--- config.mk ---
export PLATFORM = sky130hd
export DESIGN_NAME = rowhit_sched
export DESIGN_NICKNAME = d
export VERILOG_FILES = /design/src/rtl/rowhit_sched.sv
export SDC_FILE = /design/constraint.sdc
export NUM_CORES = 2
export LEC_CHECK = 0
export ABC_CLOCK_PERIOD_IN_PS = 18030
export BUFFER_PORTS_ARGS = -buffer_cell sky130_fd_sc_hd__buf_2
export CAP_MARGIN = 10
export CORE_MARGIN = 5
export CORE_UTILIZATION = 65
export CTS_CLUSTER_SIZE = 10
export DETAILED_ROUTE_END_ITERATION = 8
export PLACE_DENSITY = 0.89
export SETUP_SLACK_MARGIN = 0.2
export SYNTH_ARGS = -nofsm -noshare
export SYNTH_HDL_FRONTEND = slang
export SYNTH_SLANG_ARGS = --single-unit
--- constraint.sdc ---
create_clock -name clk -period 18.03 [get_ports clk]
set_input_delay 3.606 -clock clk [delete_from_list [all_inputs] [get_ports clk]]
set_output_delay 3.606 -clock clk [all_outputs]
set_load 0.005 [all_outputs]
--- src/rtl/rowhit_sched.sv ---
module rowhit_sched #(
  parameter int DEPTH   = 16,
  parameter int SVC_T   = 4,
  parameter int TAG_W   = 6,
  parameter int APP_W   = 2,
  parameter bit ALT_MAP = 1'b0,
  localparam int NBANK  = 4
)(
  input  logic                   clk,
  input  logic                   rst_n,
  input  logic                   req_valid,
  output logic                   req_ready,
  input  logic [31:0]            req_addr,
  input  logic [APP_W-1:0]       req_app,
  input  logic [TAG_W-1:0]       req_tag,
  output logic [NBANK-1:0]       cmp_valid,
  output logic [NBANK*TAG_W-1:0] cmp_tag,
  output logic [NBANK*APP_W-1:0] cmp_app,
  output logic [NBANK-1:0]       cmp_hit
);
  localparam int BANK_W   = 2;
  localparam int ROW_LSB  = 14;
  localparam int ROW_W    = 32 - ROW_LSB;
  localparam int BANK_LSB = ALT_MAP ? 10 : 12;
  localparam int LONG     = 2 * SVC_T;
  localparam int CNT_W    = $clog2(LONG + 1);
  localparam int IDX_W    = $clog2(DEPTH);
  localparam int OCC_W    = $clog2(DEPTH + 1);

  logic [BANK_W-1:0] q_bank [DEPTH];
  logic [ROW_W-1:0]  q_row  [DEPTH];
  logic [TAG_W-1:0]  q_tag  [DEPTH];
  logic [APP_W-1:0]  q_app  [DEPTH];
  logic [OCC_W-1:0]  occ;

  logic [CNT_W-1:0]  cnt      [NBANK];
  logic              open_v   [NBANK];
  logic [ROW_W-1:0]  open_row [NBANK];
  logic [TAG_W-1:0]  cur_tag  [NBANK];
  logic [APP_W-1:0]  cur_app  [NBANK];
  logic              cur_hit  [NBANK];
  logic [TAG_W-1:0]  out_tag  [NBANK];
  logic [APP_W-1:0]  out_app  [NBANK];

  logic [BANK_W-1:0] in_bank;
  logic [ROW_W-1:0]  in_row;
  logic              addr_unused;
  logic              push;
  logic              iss_v, iss_hit, any_f, hit_f;
  logic [IDX_W-1:0]  iss_i, any_i, hit_i;
  logic [BANK_W-1:0] iss_bank;
  logic [ROW_W-1:0]  iss_row;
  logic [OCC_W-1:0]  wp;

  assign in_bank     = req_addr[BANK_LSB +: BANK_W];
  assign in_row      = req_addr[31:ROW_LSB];
  assign addr_unused = ^req_addr[ROW_LSB-1:0];
  assign req_ready   = occ < OCC_W'(DEPTH);
  assign push        = req_valid && req_ready;

  always_comb begin
    any_f = 1'b0;
    hit_f = 1'b0;
    any_i = '0;
    hit_i = '0;
    for (int i = 0; i < DEPTH; i++) begin
      if (OCC_W'(i) < occ && cnt[q_bank[i]] <= CNT_W'(1)) begin
        if (!any_f) begin
          any_f = 1'b1;
          any_i = IDX_W'(i);
        end
        if (!hit_f && open_v[q_bank[i]] && open_row[q_bank[i]] == q_row[i]) begin
          hit_f = 1'b1;
          hit_i = IDX_W'(i);
        end
      end
    end
  end

  assign iss_v    = any_f;
  assign iss_hit  = hit_f;
  assign iss_i    = hit_f ? hit_i : any_i;
  assign iss_bank = q_bank[iss_i];
  assign iss_row  = q_row[iss_i];
  assign wp       = occ - OCC_W'(iss_v);

  always_ff @(posedge clk) begin
    for (int i = 0; i < DEPTH; i++) begin
      if (push && OCC_W'(i) == wp) begin
        q_bank[i] <= in_bank;
        q_row[i]  <= in_row;
        q_tag[i]  <= req_tag;
        q_app[i]  <= req_app;
      end else if (iss_v && i >= int'(iss_i) && i < DEPTH - 1) begin
        q_bank[i] <= q_bank[i+1];
        q_row[i]  <= q_row[i+1];
        q_tag[i]  <= q_tag[i+1];
        q_app[i]  <= q_app[i+1];
      end
    end
  end

  always_ff @(posedge clk or negedge rst_n) begin
    if (!rst_n) occ <= '0;
    else        occ <= occ + OCC_W'(push) - OCC_W'(iss_v);
  end

  always_ff @(posedge clk or negedge rst_n) begin
    if (!rst_n) begin
      cmp_valid <= '0;
      cmp_hit   <= '0;
      for (int b = 0; b < NBANK; b++) begin
        cnt[b]      <= '0;
        open_v[b]   <= 1'b0;
        open_row[b] <= '0;
        cur_tag[b]  <= '0;
        cur_app[b]  <= '0;
        cur_hit[b]  <= 1'b0;
        out_tag[b]  <= '0;
        out_app[b]  <= '0;
      end
    end else begin
      for (int b = 0; b < NBANK; b++) begin
        cmp_valid[b] <= cnt[b] == CNT_W'(1);
        if (cnt[b] == CNT_W'(1)) begin
          out_tag[b] <= cur_tag[b];
          out_app[b] <= cur_app[b];
          cmp_hit[b] <= cur_hit[b];
        end
        if (iss_v && iss_bank == BANK_W'(b)) begin
          cnt[b]      <= iss_hit ? CNT_W'(SVC_T) : CNT_W'(LONG);
          open_v[b]   <= 1'b1;
          open_row[b] <= iss_row;
          cur_tag[b]  <= q_tag[iss_i];
          cur_app[b]  <= q_app[iss_i];
          cur_hit[b]  <= iss_hit;
        end else if (cnt[b] != '0) begin
          cnt[b] <= cnt[b] - CNT_W'(1);
        end
      end
    end
  end

  AST_OCC_LIMIT: assert property (@(posedge clk) disable iff (!rst_n) occ <= OCC_W'(DEPTH));
  AST_PUSH_HELD: assert property (@(posedge clk) disable iff (!rst_n) push |=> occ != '0);

  for (genvar g = 0; g < NBANK; g++) begin : g_lane
    assign cmp_tag[g*TAG_W +: TAG_W] = out_tag[g];
    assign cmp_app[g*APP_W +: APP_W] = out_app[g];

    AST_RELOAD_LEN: assert property (@(posedge clk) disable iff (!rst_n)
      (iss_v && iss_bank == BANK_W'(g)) |=> (cnt[g] == CNT_W'(SVC_T) || cnt[g] == CNT_W'(LONG)));
    AST_ROW_OPENED: assert property (@(posedge clk) disable iff (!rst_n)
      (iss_v && iss_bank == BANK_W'(g)) |=> (open_v[g] && open_row[g] == $past(iss_row)));
    AST_CNT_RANGE: assert property (@(posedge clk) disable iff (!rst_n) cnt[g] <= CNT_W'(LONG));
    AST_CMP_AFTER_BUSY: assert property (@(posedge clk) disable iff (!rst_n)
      $rose(cmp_valid[g]) |-> $past(cnt[g]) == CNT_W'(1));
  end
endmodule

* Word level (Yosys, flattened, before mapping)
Memories as Yosys holds them, arrays and structs flattened.
Cells that the tools add are included.
** Word-level totals
- Flip-flop bits (word level) :: 173
- RAM bits :: 448
- Bits of input ports :: 43
- Output and inout bits :: 41
- Logic and storage cells :: 750
- Memories kept :: 4
** Memories
- q_row :: depth 16, bits a word 18, read ports 17, clocked after memory_dff 0, write ports 15, RTL line 31 : logic [ROW_W-1:0] q_row [DEPTH];
- q_tag :: depth 16, bits a word 6, read ports 16, clocked after memory_dff 0, write ports 15, RTL line 32 : logic [TAG_W-1:0] q_tag [DEPTH];
- q_app :: depth 16, bits a word 2, read ports 16, clocked after memory_dff 0, write ports 15, RTL line 33 : logic [APP_W-1:0] q_app [DEPTH];
- q_bank :: depth 16, bits a word 2, read ports 17, clocked after memory_dff 0, write ports 15, RTL line 30 : logic [BANK_W-1:0] q_bank [DEPTH];
** Cells by class
- $add $sub $neg :: 7
- Order comparisons :: 64
- Equality and inequality tests :: 38
- Mux-type cells :: 411
- Bitwise gates (word level) :: 76
- Reductions and logical operators :: 112
** Operators by type and width (count)
- 2-to-1 mux 18 bit :: 48
- binary-select mux 18 bit (select 2 bit) :: 16
- 2-to-1 mux 4 bit :: 104
- == test 18 bit :: 16
- 2-to-1 mux 1 bit :: 163
- binary-select mux 4 bit (select 2 bit) :: 16
- 2-to-1 mux 6 bit :: 16
- logical AND 1 bit :: 83
- <= comparator 4 x 1 -> 1 bit (second input constant) :: 16
- 2-to-1 mux 2 bit :: 32
- OR 1 bit :: 60
- greater-or-equal comparator 3 bit (second input constant) :: 16
- NOT 2 -> 3 bit :: 16
- == test 4 x 5 -> 1 bit (first input constant) :: 8
- less-than comparator 4 x 5 -> 1 bit (first input constant) :: 8
- binary-select mux 1 bit (select 2 bit) :: 16
- greater-or-equal comparator 4 bit (first input constant) :: 7
- == test 3 x 5 -> 1 bit (first input constant) :: 4
- less-than comparator 3 x 5 -> 1 bit (first input constant) :: 4
- OR reduction 18 bit :: 1
- == test 4 x 1 -> 1 bit (second input constant) :: 4
- greater-or-equal comparator 3 x 4 -> 1 bit (first input constant) :: 4
- nonzero test 4 bit :: 4
- subtractor 4 x 1 -> 4 bit (second input constant) :: 4
- 17 further kinds :: 42

* Longest topological paths before layout
An unclocked memory read counts as a cell.
- Depth in word-level cells :: 92
- Gate-level depth with buffers :: 23

* Worst setup path after synthesis
No wires, ideal clock.
- Path kind :: input to register
- From :: input req_valid
- To :: memory q_app[15][0], enable pin
- Library setup time :: 0.484 ns
- Arrival time :: 6.580 ns
- Data required time :: 17.546 ns
- Slack :: 10.966 ns
- Stages on the path :: 3
- Buffers on the path :: 0
- Path through :: nand2_1 -> a21o_1 -> nor4_1
** RTL lines
- from (decl) :: RTL line 11 : input logic req_valid,
- to (decl) :: RTL line 33

* Worst setup path after layout
- From :: register cnt[10] in the netlist's numbering
- To :: register open_row[5] in the netlist's numbering
** On the way
- Word-level cells in the longest chain between the ends :: 85
- Elaborated cells between the ends (all ways) :: 237
** RTL lines
- from (decl) :: RTL line 36 : logic [CNT_W-1:0] cnt [NBANK];
- from (signal, indexed assignment) :: RTL line 131 : cnt[b] <= iss_hit ? CNT_W'(SVC_T) : CNT_W'(LONG);
- from (signal, indexed assignment) :: RTL line 138 : cnt[b] <= cnt[b] - CNT_W'(1);
- binary-select mux 4 bit (select 2 bit) :: RTL line 67 : if (OCC_W'(i) < occ && cnt[q_bank[i]] <= CNT_W'(1)) begin
- 2-to-1 mux 4 bit (not written as such) (2 in a row) :: RTL line 67
- <= comparator 4 x 1 -> 1 bit :: RTL line 67
- logical AND 1 bit :: RTL line 67
- 2-to-1 mux 1 bit :: RTL line 67
- logical NOT 1 bit :: RTL line 72 : if (!hit_f && open_v[q_bank[i]] && open_row[q_bank[i]] == q_row[i]) begin
- logical AND 1 bit (2 in a row) :: RTL line 72
- 2-to-1 mux 1 bit :: RTL line 72
- (+66 left out)
- logical NOT 1 bit :: RTL line 72
- logical AND 1 bit (2 in a row) :: RTL line 72
- 2-to-1 mux 4 bit / 2-to-1 mux 1 bit (equally long branches) :: RTL line 72
- 2-to-1 mux 4 bit / 2-to-1 mux 1 bit (equally long branches) :: RTL line 67
- 2-to-1 mux 4 bit :: RTL line 82 : assign iss_i = hit_f ? hit_i : any_i;
- memory read (16 x 2 bit)
- == test 2 bit :: RTL line 130 : if (iss_v && iss_bank == BANK_W'(b)) begin
- logical AND 1 bit :: RTL line 130
- to (signal, indexed assignment) :: RTL line 133 : open_row[b] <= iss_row;
- to (decl) :: RTL line 38 : logic [ROW_W-1:0] open_row [NBANK];
Several ways; a longest one is shown, not always the timed one. The select of a mux whose other input is x is not followed.
A chain may end at the register's enable or synchronous reset.

==> impl_metrics.env <==
export IMPL_root_buffer="clkbuf_16"
export IMPL_fin_setup_tns_ns=0
export IMPL_vias=34200
export IMPL_start_kind="flop"
export IMPL_cpMaxStageDelayCell="a2111oi_2"
export IMPL_violations="design-rule violations"
export IMPL_grt_overflow_total=0
export IMPL_hold_buffers=0
export IMPL_finClkSkew_ns=0.0300
export IMPL_yosysTopAreaCell="edfxtp_1"
export IMPL_min_from="cmp_hit[0]"
export IMPL_fin_area_um2=46800
export IMPL_synth_avg_cell_area_um2=12.6
export IMPL_gr_usage_all_layers_pct=40.6
export IMPL_dieArea_um2=72400
export IMPL_first_global_vias=33500
export IMPL_fin_crit_ns=8.56
export IMPL_status="finished, violations left"
export IMPL_die_y_um=269
export IMPL_worstPathMaxFanout=56
export IMPL_max_clock_freq_mhz=117
export IMPL_setup_viol=0
export IMPL_max_stage_delay_ns=1.05
export IMPL_cts_setup_buffers=0
export IMPL_hold_class="reg2reg"
export IMPL_port_buffers=71
export IMPL_ys_seq_area_share_pct=40.7
export IMPL_cts_path_max_buffers=3
export IMPL_ys_top_cells_by_area="edfxtp_1 31%, mux2_2 13%, mux4_2 11%, dfrtp_1 9.9%, mux2i_1 9.5%"
export IMPL_clock_sinks=621
export IMPL_timing_rr_start="cnt[10]"
export IMPL_tightestPinTransition_ns=1.37
export IMPL_cts_tree="yes"
export IMPL_ys_flop_type="edfxtp_1"
export IMPL_vias_per_cell=7.92
export IMPL_top_level_ports=84
export IMPL_slew_headroom_pct=7.53
export IMPL_htreeDepth=3
export IMPL_nNetsFinal=3450
export IMPL_area_growth_pct=7.27
export IMPL_clkLatencyLatePin_ns=0.65
export IMPL_syn_cell_area_um2=43600
export IMPL_path_class="reg2reg"
export IMPL_worstPathCellList="nor3_2 > a211oi_1 > a2111oi_2 > nand4_1 > nor4_2 > a41oi_1 > nand4_1 > nor3_2 > nor2_4 > buf_4 > buf_4 > nand2_1 > o2111a_1 > nor4_4 > nand4_1 > buf_4 > mux2_1"
export IMPL_async_flop_share_pct=27.9
export IMPL_final_antenna_net_count=0
export IMPL_grt_pass1_wl_um=222000
export IMPL_drt_first_pass_iters=9
export IMPL_drc=4
export IMPL_synth_edf_count=448
export IMPL_cts_resized=0
export IMPL_synthCells=3460
export IMPL_die_w_um=269
export IMPL_synth_top_area_share_pct=30.8
export IMPL_numCtsBuffers=74
export IMPL_wl_um=152000
export IMPL_clkTransAtPathRegs_ns=0.06
export IMPL_n_fill_cell=4402
export IMPL_required_ns=18.54
export IMPL_avgRoutedWirePerCell_um=35.3
export IMPL_synth_distinct_cells=90
export IMPL_critPathCaptureType="flop"
export IMPL_ys_seq_elements=621
export IMPL_syn_num_nets=3530
export IMPL_ff2ff_setup_slack_ns=9.47
export IMPL_fin_crit_sh_pct=47.5
export IMPL_worstSetupStartpoint="cnt[10]"
export IMPL_initial_utilization_pct=65.2
export IMPL_grt_max_degree=99
export IMPL_yosysMostFrequentCell="mux2_2"
export IMPL_setup_ws_ns=9.47
export IMPL_maxCapViolCount=0
export IMPL_ys_warn_count=0
export IMPL_place_gp_congestion=1.09
export IMPL_dr_first_iter_drc_count=6188
export IMPL_fp_row_count=95
export IMPL_antenna_found_initial=4
export IMPL_slew_violations=0
export IMPL_place_ws_ns=9.83
export IMPL_critPathArrivalTime_ns=9.08
export IMPL_rsz0062_at_grt="no"
export IMPL_postPlaceCellArea_um2=44600
export IMPL_coreArea_um2=66900
export IMPL_finalHoldViolCount=0
export IMPL_drive_above_1_share_pct=30.5
export IMPL_hpwl_um=99300
export IMPL_synth_commonest_cells="505 x mux2_2, 448 x edfxtp_1, 416 x mux2i_1"
stage by stage:
stage                     hold WS, ns  utilization (%)  std cells
after CTS                       0.499             69.9       4310
after global placement          0.469             66.6       4177
after floorplan                 0.459                -       3460
after global routing            0.522             70.0       4312
after detailed placement        0.475             66.6       4177
final                           0.501             70.0       4315
critical path: cells and delay by family (launching register included):
| family | cells | cell delay [ns] |
|---|---|---|
| multiplexers | 1 | 0.38 |
| AO/OA/AOI/OAI | 4 | 1.67 |
| buffers and inverters | 3 | 2.04 |
| flip-flops | 1 | 0.47 |
| AND/OR/NAND/NOR | 9 | 3.83 |
metal layers:
metal / wire length, um / GRT usage [%] / vias to the layer above
li1: - / - / 13100
met1: 50000 / 52.9 / 16600
met2: 63800 / 58.4 / 3508
met3: 25800 / 14.9 / 969
met4: 12700 / 24.5 / 2
met5: 9 / 0.132 / -
cells in the final DEF, fill, tap and decap left out, types with 75 or more instances in the layout:
master | Yosys | routed
mux2i_1 | 416 | 416
xnor2_1 | 217 | 217
clkbuf_16 | 0 | 75
nand2_1 | 145 | 144
mux4_2 | 212 | 212
a21oi_1 | 84 | 84
mux2_2 | 505 | 505
buf_4 | 28 | 107
xor2_1 | 109 | 109
a211oi_1 | 105 | 105
dfrtp_1 | 173 | 173
edfxtp_1 | 448 | 448
kinds of logic (layout without fill, tap and decap cells):
group	Yosys count	count (layout)	share of synthesized area (%)
AOI/OAI and AO/OA	417	417	6.75
xor gates and xnor gates	326	326	6.54
adders and majority gates	27	27	0.791
buffers and inverters	401	378	4.11
DFF	621	621	40.7
muxes	1197	1197	35.3
other	0	5	0
and+or+nand+nor	471	471	5.77
path summary, 6_finish.rpt:
path | to | depth (start not counted)
min reg2reg | cmp_hit[0] | 1
min in group asynchronous | cur_tag[7] | 1
max | open_row[5] | 17
max reg2reg | open_row[5] | 17
max in group asynchronous | open_row[24] | 2
min | cmp_hit[0] | 1
final cells by class:
| class | instances | area, um^2 | share of cell area [%] |
|---|---|---|---|
| Multi-Input combinational cell | 2438 | 24300 | 51.8 |
| Sequential cell | 621 | 17800 | 38.0 |
| Clock buffer | 124 | 2110 | 4.51 |
| Timing Repair Buffer | 178 | 1160 | 2.49 |
| Tap cell | 873 | 1090 | 2.33 |
| Inverter | 67 | 251 | 0.537 |
| Clock inverter | 9 | 133 | 0.283 |
| Antenna cell | 5 | 12.5 | 0.0267 |
sequential cells by signal, indices dropped and copies added (netlist names):
register / cells
q_bank: 32
q_tag: 96
cmp_tag: 24
open_v: 4
cur_app: 8
open_row: 72
q_app: 32
cur_hit: 4
cur_tag: 24
cmp_app: 8
cmp_valid: 4
cmp_hit: 4
occ: 5
cnt: 16
q_row: 288
Power is not shown: default switching activity piles up to over one toggle a cycle in this logic, so the estimate is an artifact.
